--- src/rtl/dsspi_pkg.sv ---
package dsspi_pkg;
  localparam int BYTE_W = 8;

  typedef enum logic [1:0] {
    MODE_CONT = 2'b00,
    MODE_BUF  = 2'b01,
    MODE_PKT  = 2'b10,
    MODE_STBY = 2'b11
  } op_mode_e;

  typedef enum logic [1:0] {
    CST_ADDR,
    CST_WDATA,
    CST_WDONE,
    CST_RDSTR
  } cfg_st_e;

  function automatic logic fifo_mode(input logic [1:0] m);
    return (m == MODE_BUF) || (m == MODE_PKT);
  endfunction
endpackage

--- src/rtl/dsspi_frontend.sv ---
module dsspi_frontend #(
  parameter int SYNC = 2
) (
  input  logic       clk,
  input  logic       rst_n,
  input  logic       sck,
  input  logic       mosi,
  input  logic       cs_cfg_n,
  input  logic       cs_dat_n,
  input  logic       load_en,
  input  logic [7:0] load_byte,
  input  logic       load_hold,
  output logic       cfg_act,
  output logic       dat_act,
  output logic       cfg_start,
  output logic       dat_start,
  output logic       dat_end,
  output logic       byte_done,
  output logic [7:0] rx_byte,
  output logic [3:0] rise_cnt,
  output logic       miso
);
  logic [SYNC-1:0] sck_q, mosi_q, ccfg_q, cdat_q;
  logic sck_d, ccfg_d, cdat_d;
  logic sck_s, mosi_s, ccfg_s, cdat_s;
  logic rise, fall, any_act, start;
  logic [2:0] bit_cnt;
  logic [7:0] rx_sr, tx_sr;
  logic hold;

  always_ff @(posedge clk or negedge rst_n) begin
    if (!rst_n) begin
      sck_q  <= '0;
      mosi_q <= '0;
      ccfg_q <= '1;
      cdat_q <= '1;
      sck_d  <= 1'b0;
      ccfg_d <= 1'b1;
      cdat_d <= 1'b1;
    end else begin
      sck_q  <= {sck_q[SYNC-2:0], sck};
      mosi_q <= {mosi_q[SYNC-2:0], mosi};
      ccfg_q <= {ccfg_q[SYNC-2:0], cs_cfg_n};
      cdat_q <= {cdat_q[SYNC-2:0], cs_dat_n};
      sck_d  <= sck_s;
      ccfg_d <= ccfg_s;
      cdat_d <= cdat_s;
    end
  end

  assign sck_s     = sck_q[SYNC-1];
  assign mosi_s    = mosi_q[SYNC-1];
  assign ccfg_s    = ccfg_q[SYNC-1];
  assign cdat_s    = cdat_q[SYNC-1];
  assign rise      = sck_s & ~sck_d;
  assign fall      = ~sck_s & sck_d;
  assign cfg_act   = ~ccfg_s;
  assign dat_act   = ~cdat_s;
  assign cfg_start = ccfg_d & ~ccfg_s;
  assign dat_start = cdat_d & ~cdat_s;
  assign dat_end   = ~cdat_d & cdat_s;
  assign any_act   = cfg_act | dat_act;
  assign start     = cfg_start | dat_start;

  // receive shifter and edge counters
  always_ff @(posedge clk or negedge rst_n) begin
    if (!rst_n) begin
      bit_cnt   <= '0;
      rise_cnt  <= '0;
      rx_sr     <= '0;
      rx_byte   <= '0;
      byte_done <= 1'b0;
    end else begin
      byte_done <= 1'b0;
      if (!any_act || start) begin
        bit_cnt  <= '0;
        rise_cnt <= '0;
      end else if (rise) begin
        rx_sr   <= {rx_sr[6:0], mosi_s};
        bit_cnt <= bit_cnt + 3'd1;
        if (rise_cnt != 4'hF) rise_cnt <= rise_cnt + 4'd1;
        if (bit_cnt == 3'd7) begin
          byte_done <= 1'b1;
          rx_byte   <= {rx_sr[6:0], mosi_s};
        end
      end
    end
  end

  // transmit shifter: a mid-frame load survives the falling edge that follows
  always_ff @(posedge clk or negedge rst_n) begin
    if (!rst_n) begin
      tx_sr <= '0;
      hold  <= 1'b0;
    end else if (load_en) begin
      tx_sr <= load_byte;
      hold  <= load_hold;
    end else if (!any_act) begin
      tx_sr <= '0;
      hold  <= 1'b0;
    end else if (fall) begin
      if (hold) hold <= 1'b0;
      else      tx_sr <= {tx_sr[6:0], 1'b0};
    end
  end

  assign miso = tx_sr[7];

  assert_cnt_saturates_R6: assert property (@(posedge clk) disable iff (!rst_n)
    (rise_cnt == 4'hF) |=> (rise_cnt == 4'hF) || (rise_cnt == 4'h0));
  assert_miso_on_fall_R1: assert property (@(posedge clk) disable iff (!rst_n)
    (any_act && !fall && !load_en) |=> $stable(tx_sr));
endmodule

--- src/rtl/dsspi_cfgregs.sv ---
module dsspi_cfgregs #(
  parameter int NREG = 32
) (
  input  logic              clk,
  input  logic              rst_n,
  input  logic              cfg_act,
  input  logic              cfg_start,
  input  logic              byte_done,
  input  logic [7:0]        rx_byte,
  output logic              load_en,
  output logic [7:0]        load_byte,
  output logic [NREG*8-1:0] regs_flat
);
  import dsspi_pkg::*;
  localparam int AW = (NREG > 1) ? $clog2(NREG) : 1;

  cfg_st_e    st;
  logic [6:0] wr_addr;
  logic [7:0] mem [NREG];
  logic [7:0] rd_data;
  logic       wr_en, rd_req, in_byte;

  assign in_byte = cfg_act & byte_done;
  assign wr_en   = in_byte && (st == CST_WDATA) && (int'(wr_addr) < NREG);
  assign rd_req  = in_byte && ((st == CST_ADDR && rx_byte[7]) || st == CST_RDSTR);

  always_comb begin
    rd_data = '0;
    if (int'(rx_byte[6:0]) < NREG) rd_data = mem[rx_byte[AW-1:0]];
  end

  assign load_en   = cfg_start | rd_req;
  assign load_byte = cfg_start ? 8'h00 : rd_data;

  always_ff @(posedge clk or negedge rst_n) begin
    if (!rst_n) begin
      st      <= CST_ADDR;
      wr_addr <= '0;
    end else if (!cfg_act) begin
      st <= CST_ADDR;
    end else if (byte_done) begin
      case (st)
        CST_ADDR: begin
          wr_addr <= rx_byte[6:0];
          st      <= rx_byte[7] ? CST_RDSTR : CST_WDATA;
        end
        CST_WDATA: st <= CST_WDONE;
        default:   st <= st;
      endcase
    end
  end

  always_ff @(posedge clk or negedge rst_n) begin
    if (!rst_n) begin
      for (int i = 0; i < NREG; i++) mem[i] <= '0;
    end else if (wr_en) begin
      mem[wr_addr[AW-1:0]] <= rx_byte;
    end
  end

  for (genvar g = 0; g < NREG; g++) begin : g_flat
    assign regs_flat[g*8 +: 8] = mem[g];
  end

  assert_idle_addr_R2: assert property (@(posedge clk) disable iff (!rst_n)
    !cfg_act |=> (st == CST_ADDR));
  assert_one_write_R2: assert property (@(posedge clk) disable iff (!rst_n)
    wr_en |=> !wr_en);
endmodule

--- src/rtl/dsspi_fifo.sv ---
module dsspi_fifo #(
  parameter int DEPTH = 16,
  parameter int W     = 8
) (
  input  logic         clk,
  input  logic         rst_n,
  input  logic         push,
  input  logic [W-1:0] push_data,
  input  logic         pop,
  output logic [W-1:0] head,
  output logic         full,
  output logic         empty
);
  localparam int PW = (DEPTH > 1) ? $clog2(DEPTH) : 1;
  localparam int CW = $clog2(DEPTH + 1);

  logic [W-1:0]  mem [DEPTH];
  logic [PW-1:0] wp, rp;
  logic [CW-1:0] count;

  function automatic logic [PW-1:0] nxt(input logic [PW-1:0] p);
    return (int'(p) == DEPTH - 1) ? '0 : p + 1'b1;
  endfunction

  always_ff @(posedge clk or negedge rst_n) begin
    if (!rst_n) begin
      wp    <= '0;
      rp    <= '0;
      count <= '0;
      for (int i = 0; i < DEPTH; i++) mem[i] <= '0;
    end else begin
      if (push) begin
        mem[wp] <= push_data;
        wp      <= nxt(wp);
      end
      if (pop) rp <= nxt(rp);
      if (push && !pop)      count <= count + 1'b1;
      else if (pop && !push) count <= count - 1'b1;
    end
  end

  assign head  = mem[rp];
  assign empty = (count == '0);
  assign full  = (int'(count) == DEPTH);

  assert_push_room_R10: assert property (@(posedge clk) disable iff (!rst_n)
    push |-> !full);
  assert_pop_data_R11: assert property (@(posedge clk) disable iff (!rst_n)
    pop |-> !empty);
  assert_level_hold_R9: assert property (@(posedge clk) disable iff (!rst_n)
    (!push && !pop) |=> $stable(count));
endmodule

--- src/rtl/dual_select_spi_port.sv ---
module dual_select_spi_port #(
  parameter int NREG  = 32,
  parameter int DEPTH = 16,
  parameter int SYNC  = 2
) (
  input  logic              clk,
  input  logic              rst_n,
  input  logic              sck,
  input  logic              mosi,
  output logic              miso,
  input  logic              cs_cfg_n,
  input  logic              cs_dat_n,
  input  logic [1:0]        op_mode,
  input  logic              tx_dir,
  input  logic              ff_in_valid,
  input  logic [7:0]        ff_in_data,
  output logic              ff_in_ready,
  output logic              ff_out_valid,
  output logic [7:0]        ff_out_data,
  input  logic              ff_out_ready,
  output logic              irq_avail,
  output logic              irq_full,
  output logic              ovf_flag,
  output logic              udf_flag,
  output logic [NREG*8-1:0] cfg_regs
);
  import dsspi_pkg::*;

  logic cfg_act, dat_act, cfg_start, dat_start, dat_end, byte_done;
  logic [7:0] rx_byte;
  logic [3:0] rise_cnt;
  logic fe_load_en, fe_hold;
  logic [7:0] fe_load_byte;
  logic cr_load_en;
  logic [7:0] cr_load_byte;
  logic ff_load_en;
  logic fifo_en, fifo_ok, was_empty, commit;
  logic host_push, host_pop, radio_push, radio_pop;
  logic f_full, f_empty;
  logic [7:0] f_head;

  assign fifo_en = fifo_mode(op_mode);

  dsspi_frontend #(.SYNC(SYNC)) u_fe (
    .clk(clk), .rst_n(rst_n), .sck(sck), .mosi(mosi),
    .cs_cfg_n(cs_cfg_n), .cs_dat_n(cs_dat_n),
    .load_en(fe_load_en), .load_byte(fe_load_byte), .load_hold(fe_hold),
    .cfg_act(cfg_act), .dat_act(dat_act), .cfg_start(cfg_start),
    .dat_start(dat_start), .dat_end(dat_end), .byte_done(byte_done),
    .rx_byte(rx_byte), .rise_cnt(rise_cnt), .miso(miso)
  );

  dsspi_cfgregs #(.NREG(NREG)) u_cr (
    .clk(clk), .rst_n(rst_n), .cfg_act(cfg_act), .cfg_start(cfg_start),
    .byte_done(byte_done), .rx_byte(rx_byte),
    .load_en(cr_load_en), .load_byte(cr_load_byte), .regs_flat(cfg_regs)
  );

  dsspi_fifo #(.DEPTH(DEPTH), .W(BYTE_W)) u_ff (
    .clk(clk), .rst_n(rst_n),
    .push(host_push | radio_push),
    .push_data(tx_dir ? rx_byte : ff_in_data),
    .pop(host_pop | radio_pop),
    .head(f_head), .full(f_full), .empty(f_empty)
  );

  // MISO source: configuration port has priority over the FIFO path
  assign ff_load_en   = dat_start & fifo_en & ~cfg_act & ~tx_dir;
  assign fe_load_en   = cr_load_en | ff_load_en;
  assign fe_load_byte = cr_load_en ? cr_load_byte : (f_empty ? 8'h00 : f_head);
  assign fe_hold      = cr_load_en & ~cfg_start;

  always_ff @(posedge clk or negedge rst_n) begin
    if (!rst_n) begin
      fifo_ok   <= 1'b0;
      was_empty <= 1'b1;
    end else if (dat_start) begin
      fifo_ok   <= fifo_en & ~cfg_act;
      was_empty <= f_empty;
    end else if (cfg_act) begin
      fifo_ok <= 1'b0;
    end
  end

  assign commit     = dat_end & fifo_ok & fifo_en & ~cfg_act & (rise_cnt == 4'd8);
  assign host_push  = commit & tx_dir & ~f_full;
  assign host_pop   = commit & ~tx_dir & ~was_empty;
  assign ff_in_ready  = fifo_en & ~tx_dir & ~f_full;
  assign radio_push   = ff_in_valid & ff_in_ready;
  assign ff_out_valid = fifo_en & tx_dir & ~f_empty;
  assign ff_out_data  = f_head;
  assign radio_pop    = ff_out_valid & ff_out_ready;
  assign irq_avail    = ~f_empty;
  assign irq_full     = f_full;

  always_ff @(posedge clk or negedge rst_n) begin
    if (!rst_n) begin
      ovf_flag <= 1'b0;
      udf_flag <= 1'b0;
    end else begin
      if (commit & tx_dir & f_full)     ovf_flag <= 1'b1;
      if (commit & ~tx_dir & was_empty) udf_flag <= 1'b1;
    end
  end

  assert_cfg_wins_R12: assert property (@(posedge clk) disable iff (!rst_n)
    cfg_act |-> !(host_push || host_pop));
  assert_mode_gate_R5: assert property (@(posedge clk) disable iff (!rst_n)
    !fifo_en |-> !(host_push || host_pop || radio_push || radio_pop));
  assert_ovf_sticky_R10: assert property (@(posedge clk) disable iff (!rst_n)
    ovf_flag |=> ovf_flag);
  assert_udf_sticky_R11: assert property (@(posedge clk) disable iff (!rst_n)
    udf_flag |=> udf_flag);
  assert_full_blocks_R9: assert property (@(posedge clk) disable iff (!rst_n)
    irq_full |-> !ff_in_ready);
  assert_out_hold_R7: assert property (@(posedge clk) disable iff (!rst_n)
    (ff_out_valid && !ff_out_ready && !host_push && $stable(op_mode) && $stable(tx_dir))
      |=> ff_out_valid && $stable(ff_out_data));
endmodule

--- config.mk ---
export PLATFORM = sky130hd
export DESIGN_NAME = dual_select_spi_port
export DESIGN_NICKNAME = d
export VERILOG_FILES = /design/src/rtl/dsspi_pkg.sv /design/src/rtl/dsspi_frontend.sv /design/src/rtl/dsspi_cfgregs.sv /design/src/rtl/dsspi_fifo.sv /design/src/rtl/dual_select_spi_port.sv
export SDC_FILE = /design/constraint.sdc
export NUM_CORES = 1
export LEC_CHECK = 0
export ABC_AREA = 1
export BUFFER_PORTS_ARGS = -buffer_cell sky130_fd_sc_hd__buf_2
export CAP_MARGIN = 40
export CORE_MARGIN = 4
export CORE_UTILIZATION = 47
export CTS_CLUSTER_DIAMETER = 120
export DETAILED_ROUTE_END_ITERATION = 16
export PLACE_DENSITY = 0.75
export SLEW_MARGIN = 10
export SYNTH_ARGS = -nofsm -noshare
export SYNTH_HDL_FRONTEND = slang
export SYNTH_HIERARCHICAL = 1
export SYNTH_SLANG_ARGS = --single-unit
--- constraint.sdc ---
create_clock -name clk -period 2.8 [get_ports clk]
set_input_delay 0.56 -clock clk [delete_from_list [all_inputs] [get_ports clk]]
set_output_delay 0.56 -clock clk [all_outputs]
set_load 0.05 [all_outputs]
==> results of run 1 <==
final cells by class:
cell class,count,area share (%)
clock inverter,12,0.548
tap,600,2.91
inverter,204,3.02
multi-input combinational,1969,33.9
sequential,453,44.0
timing repair buffer,373,9.74
clock buffer,78,5.81
flip-flops by register name, indices dropped and copies added, names as in the netlist, 3 cells and up:
signal	count
u_fe/rx_byte	8
u_cr/regs_flat	256
u_fe/tx_sr	8
u_ff/count	5
u_ff/wp	4
u_ff/rp	4
u_fe/bit_cnt	3
u_fe/rx_sr	7
u_cr/wr_addr	7
u_ff/mem	128
u_fe/rise_cnt	4
per-layer routing:
metal | part of all wire [%] | GRT usage (%)
met3 | 10 | 7.87
met2 | 47 | 44.7
met5 | 0 | 0
met4 | 4.8 | 12.5
met1 | 38 | 35.0
how the worst max path moves through the flow:
stage,from,to,slack (ns),cells past startpoint
3_5_place_dp,op_mode[0],u_ff/count[4],0.14,15
6_report,u_ff/rp[0],ff_out_data[3],0.07,9
4_1_cts,u_ff/rp[0],ff_out_data[7],0.003,8
5_1_grt,u_ff/rp[0],ff_out_data[1],-0.001,10
2_1_floorplan,op_mode[0],u_ff/count[4],0.03,13
3_3_place_gp,op_mode[0],u_ff/count[4],0.25,15
cell families (layout without fill, tap and decap cells):
kind of cell | after synthesis | count (layout)
AOI/OAI and AO/OA | 446 | 446
xor gates and xnor gates | 3 | 3
adders and majority gates | 14 | 14
buffers and inverters | 373 | 667
DFF | 453 | 453
and+or+nand+nor | 1506 | 1506
critical path, stage by stage (launching register included):
cell     delay, ns
dfrtp_2       0.48
inv_6         0.13
buf_12        0.17
nand2_1       0.06
nand2_1       0.06
nand2_1       0.05
nand3_1       0.09
nand3_1       0.15
nand2_2       0.20
buf_12        0.16
stage by stage:
| step | setup WS [ns] | cells |
|---|---|---|
| floorplan | 0.0271 | 2795 |
| detailed placement | 0.140 | 3595 |
| finish | 0.0744 | 3689 |
| global placement | 0.251 | 3594 |
| global route | -0.00138 | 3689 |
| CTS | 0.00339 | 3686 |
timing repair:
action	CTS	global route
gates cloned	1	3
hold endpoints to repair	0	0
gates resized for setup	7	14
hold buffers	0	0
setup endpoints to repair	8	10
power groups by stage:
stage                     sequential [uW]  combinational, uW  clock (uW)
after global placement               7840               4860           0
after CTS                            7790               5150        6600
after detailed placement             7900               5010           0
after floorplan                      7790               3230           0
final                                7820               5420        6510
after global routing                 7900               5930        6910
layout by cell type, fill, tap and decap left out, types with 3 or more instances in the layout:
cell type / Yosys / routed
buf_12: 0 / 24
clkbuf_8: 0 / 14
nand4_1: 19 / 19
nor2_4: 4 / 4
clkbuf_1: 114 / 14
nand3_2: 3 / 4
dfstp_2: 7 / 7
buf_2: 19 / 280
buf_4: 4 / 61
a21oi_1: 3 / 3
ha_1: 13 / 11
o21ai_1: 7 / 7
clkinv_1: 7 / 6
nand2_2: 8 / 16
inv_2: 10 / 11
nor3_2: 5 / 3
inv_1: 187 / 183
o21ai_2: 4 / 4
nor3_1: 10 / 10
clkbuf_16: 0 / 53
nand2_1: 1086 / 1078
nand3_1: 282 / 281
nor2_1: 83 / 82
dfrtp_1: 446 / 443
clkinv_2: 0 / 8
o21ai_0: 429 / 429
==> impl_results.md, run 1 <==
* Vias per Instance at 5.52
* Clk sinks at 453
* Core area at 0.0454 mm^2
* CTS tree: yes
* Syn_nets at 2828
* Slew @ Worst Pin at 0.932 ns
* Clk pwr share at 32.9%
* Die height at 222 um
* Minimum clock period at 2.73 ns
* Nets at 3083
* Yosys warns at 6
* # setup viols final at 0
* Area delta synth->final at 19.3%
* Leakage Power at 0.0129 uW
* Worst endpoint required time at 2.24 ns
* Post-DP HPWL at 48200 um
* CTS clk-pin slew, worst paths at 0.06 ns
* # fillers at 4019
* Worst Reg-to-Reg Cells at 17
* Post-synthesis adder-cell area fraction at 0.846%
* Share of layout cells above drive strength 1 at 16.7%
* Vias at 20400
* Hold Worst Slack at 0.0185 ns
* Fraction of synthesized area in multiplexers at 0%
* Total gr overflow at 0
* Avg Inst Size Synth at 7.73 um^2
* Total GRT Usage at 27.7%
* Post-synth top area cell: dfrtp_1
* Final hold viol count at 0
* Synth Cell Area at 0.0216 mm^2
* Post-synth ARST share at 100%
* RR Endpoint: u_ff/count[4]
* Routed WL at 70800 um
* Slew headroom at 37.8%
* Post-Synth Simple-Gate Area at 28.8%
* CTS buffer count at 49
* Most frequent cell after synthesis: nand2_1
* PortBufs at 289
* Post-CTS Setup Inserts at 0
* Critical Path End Type: output port
* Share of the yosys chip area belonging to registers at 52.5%
* Clock Path Buffers at 3
* Post-synth top flop: dfrtp_1
* Later-pin clock latency in the skew report at 0.61 ns
* Vias in the first global route at 19700
* DRT iter0 DRCs at 2233
* Max FO, Critical Path at 17
* Antenna violations before repair at 0
* Share of the synthesized area in the top cell type at 51.7%
* Max Cap Viol at 0
* FP Rows at 78
* Status: finished clean
* Arrival time worst endpoint at 2.17 ns
* Total power at 19700 uW
* First-pass DRT Iterations at 6
* FF+latch area at 0.0114 mm^2
* Switch Pwr at 6590 uW
* Largest net degree at the start of global routing at 89
* Max rail drop VDD at 0.00109 V
* Largest family of logic cells by synthesized area: simple AND/OR/NAND/NOR gates
* R2r setup slk at 0.22 ns
* Synth Area in Compound Gates at 10.4%
* Cell Pwr Density at 766 mW/mm^2
* Sw frac at 33.4%
* Synth cell count leaders: nand2_1 (1086), dfrtp_1 (446), o21ai_0 (429), nand3_1 (282), inv_1 (187)
* WS Path Type: reg2out
* Multi-input gate area at 0.00875 mm^2
* Hold crit path type: in2async
* Register share of total power at 39.6%
* Antenna-violating nets left at 0
* Setup TNS at 0 ns
* Starting Density at 47.6%
* Reg-to-Reg Start: u_fe/cdat_q[1]
* Skew final at 0.0341 ns
* Top post-synthesis cells by area: dfrtp_1 (52%), nand2_1 (19%), o21ai_0 (9.9%)
* Internal at 13100 uW
* DRC viols at 0
* RSZ-0062 raised after global routing: true
* Chip width at 222 um
* Area after DPL at 0.0240 mm^2
* H-tree levels at 2
* Fin util at 56.8%
* Gpl congestion at 0.919
* Antenna cells at 0
* IO Pins at 290
* Post-synth cell types at 34
* #FFs+latches synth at 453
* CTS root buf: clkbuf_16
* XOR/XNOR Fraction of Synth Area at 0.122%
* Die area at 0.0495 mm^2
* Post-Syn Instances at 2795
* Max Freq at 367 MHz
* First-pass GRT wire length at 110000 um
* Slew Viols, Final at 0
* Post-synth EDFFs at 0
* CP Launch Type: register
* Combinational power share at 27.4%
* Routed len/inst at 19.2 um
* Final Cycle Share at 97.3%
* Design area at 0.0258 mm^2
Power figures use the tool's default switching activity.
==> inputs of run 2 (changes only) <==
--- a/config.mk
+++ b/config.mk
@@ -10,6 +10,7 @@
 export CAP_MARGIN = 40
 export CORE_MARGIN = 4
 export CORE_UTILIZATION = 47
+export CTS_BUF_LIST = sky130_fd_sc_hd__clkbuf_8
 export CTS_CLUSTER_DIAMETER = 120
 export DETAILED_ROUTE_END_ITERATION = 16
 export PLACE_DENSITY = 0.75
==> run 2 against run 1 <==
  * Maximum frequency is 0.55% higher
  * Clock power is 4.5% lower
  * Non-clock buffer count is 12 higher
  * Largest power group unchanged
  * Highest routed layer unchanged
==> impl_results.md, run 2 (synthesis results as in run 1) <==
* Minimum clock period at 2.71 ns (-0.0150 ns)
* Die area at 0.0495 mm^2 (unchanged)
* Cell Pwr Density at 763 mW/mm^2 (-0.33%)
* CTS tree: yes
* Total gr overflow at 0 (unchanged)
* Fin util at 57.2% (+0.36 points)
* Clk sinks at 453 (unchanged)
* Critical Path End Type: output port
* CTS buffer count at 76 (+55%)
* Slew @ Worst Pin at 0.928 ns (-0.00466 ns)
* PortBufs at 289 (unchanged)
* FP Rows at 78 (unchanged)
* Most frequent cells in the layout: nand2_1 (1077), dfrtp_1 (443), o21ai_0 (429)
* Gpl congestion at 0.919 (unchanged)
* Hold crit path type: in2reg
* Antenna-violating nets left at 0 (unchanged)
* Routed WL at 71600 um (+1.1%)
* Final hold viol count at 0 (unchanged)
* RR Endpoint: u_ff/count[4]
* Later-pin clock latency in the skew report at 0.66 ns (+0.05 ns)
* Max Freq at 369 MHz (+0.55%)
* CTS root buf: clkbuf_8
* CP max-delay cell: dfrtp_2
* Starting Density at 47.6% (unchanged)
* CTS clk-pin slew, worst paths at 0.06 ns (about the same)
* Vias per Instance at 5.50 (-0.34%)
* Die height at 222 um (unchanged)
* Antenna violations before repair at 0 (unchanged)
* Number of flip-flops in the largest register at 256 (unchanged)
* Worst Reg-to-Reg Cells at 16 (-1)
* Slew Viols, Final at 0 (unchanged)
* Largest net degree at the start of global routing at 89 (unchanged)
* Slew headroom at 38.1% (+0.31 points)
* WS Path Type: reg2out
* IO Pins at 290 (unchanged)
* Critical-path cell list: clkinv_4 -> clkbuf_16 -> nand2_1 -> nand3_1 -> nand3_1 -> nand3_1 -> nand2_4 -> buf_12
* Crit path max-delay family: simple AND/OR/NAND/NOR gates
* Most common cell after layout, fill and taps aside: nand2_1
* Reg-to-Reg Start: u_ff/count[3]
* DRC viols at 0 (unchanged)
* Routed len/inst at 19.1 um (-0.48%)
* R2r setup slk at 0.19 ns (-0.03 ns)
* Nets at 3122 (+1.3%)
* Crit-path max cell delay at 0.45 ns (-0.03 ns)
* CP Launch Type: register
* Final Cycle Share at 96.8% (-0.54 points)
* Max rail drop VDD at 0.00111 V (+1.1%)
* Buf/Inv on CP at 3 (unchanged)
* # setup viols final at 0 (unchanged)
* Skew final at 0.0258 ns (-0.00826 ns)
* Max FO, Critical Path at 16 (-1)
* Clock Path Buffers at 3 (unchanged)
* Most frequent CP cell: nand3_1
* First-pass GRT wire length at 112000 um (+1.4%)
* Setup WS pre-CTS at 0.140 ns (unchanged)
* DRT iter0 DRCs at 2346 (+5.1%)
* Vias at 20600 (+1.3%)
* Worst min-delay path startpoint: tx_dir
* Hold Worst Slack at 0.349 ns (+0.330 ns)
* Leakage Power at 0.0131 uW (+1.6%)
* Share of layout cells above drive strength 1 at 18.0% (+1.2 points)
* Hold endpoint: udf_flag
* Hold Path Depth at 4
* Post-DP HPWL at 48200 um (unchanged)
* Antenna cells at 0 (unchanged)
* Total GRT Usage at 28.2% (+0.43 points)
* Area delta synth->final at 20.1%
* # fillers at 4030 (+0.27%)
* First-pass DRT Iterations at 6 (unchanged)
* Fin worst setup slack at 0.0895 ns (+0.0150 ns)
* Vias in the first global route at 20100 (+2.1%)
* Core area at 0.0454 mm^2 (unchanged)
* Max Cap Viol at 0 (unchanged)
* Chip width at 222 um (unchanged)
* H-tree levels at 3 (+1)
* Worst endpoint required time at 2.24 ns (about the same)
* Arrival time worst endpoint at 2.15 ns (-0.02 ns)
* Status: finished clean
[run 2: layer usage]
layer  part of all wire (%)  GRT usage [%]  wire [um]  vias to the layer above
met5                      0              0          0                        -
met4                    4.4           12.7       3180                        0
met3                     10           8.36       7230                      181
met2                     47           45.2      33600                      986
met1                     39           35.5      27600                     9905
li1                       -              -          -                     9538
[run 2: what timing repair did]
item,4_1_cts,5_1_grt
endpoints found under the setup margin,8,9
hold buffers,5,0
setup buffers,0,6
pin swaps,1,3
endpoints found under the hold margin,33,0
gates resized for setup,15,19
gates cloned,3,2
[run 2: metrics by stage]
stage / power (uW) / TNS, ns / area, um^2 / instances
floorplan: 11000 / 0 / 21600 / 2795
global placement: 12700 / 0 / 24000 / 3594
detailed placement: 12900 / 0 / 24000 / 3595
CTS: 19400 / -0.00418 / 25800 / 3740
global route: 20800 / -0.00954 / 25900 / 3748
finish: 19800 / 0 / 25900 / 3748
[run 2: final cells by class]
| type | count | area [um^2] | share of cell area (%) |
|---|---|---|---|
| Tap cell | 600 | 751 | 2.89 |
| Sequential cell | 453 | 11400 | 43.8 |
| Timing Repair Buffer | 385 | 2650 | 10.2 |
| Clock inverter | 40 | 283 | 1.09 |
| Clock buffer | 97 | 1340 | 5.15 |
| Multi-Input combinational cell | 1969 | 8790 | 33.9 |
| Inverter | 204 | 778 | 3.00 |
[run 2: worst max path at each step]
stage / startpoint / endpoint / slack, ns / cells past startpoint
CTS: u_ff/rp[0] / ff_out_data[3] / -0.004 / 9
finish: u_ff/rp[0] / ff_out_data[5] / 0.09 / 8
global route: u_ff/rp[0] / ff_out_data[5] / -0.007 / 8
global placement: op_mode[0] / u_ff/count[4] / 0.25 / 15
floorplan: op_mode[0] / u_ff/count[4] / 0.03 / 13
detailed placement: op_mode[0] / u_ff/count[4] / 0.14 / 15
[run 2: power breakdown]
part | internal [uW] | leakage [uW] | switching (uW)
Sequential | 7350 | 0.00609 | 462
Combinational | 2150 | 0.00610 | 3620
Clock | 3490 | 0.000927 | 2730
Total | 13000 | 0.0131 | 6810
[run 2: tightest hold or removal path: cells and delay by family]
family | cells | cell delay, ns
buffers and inverters | 2 | 0.24
AND/OR/NAND/NOR | 2 | 0.16
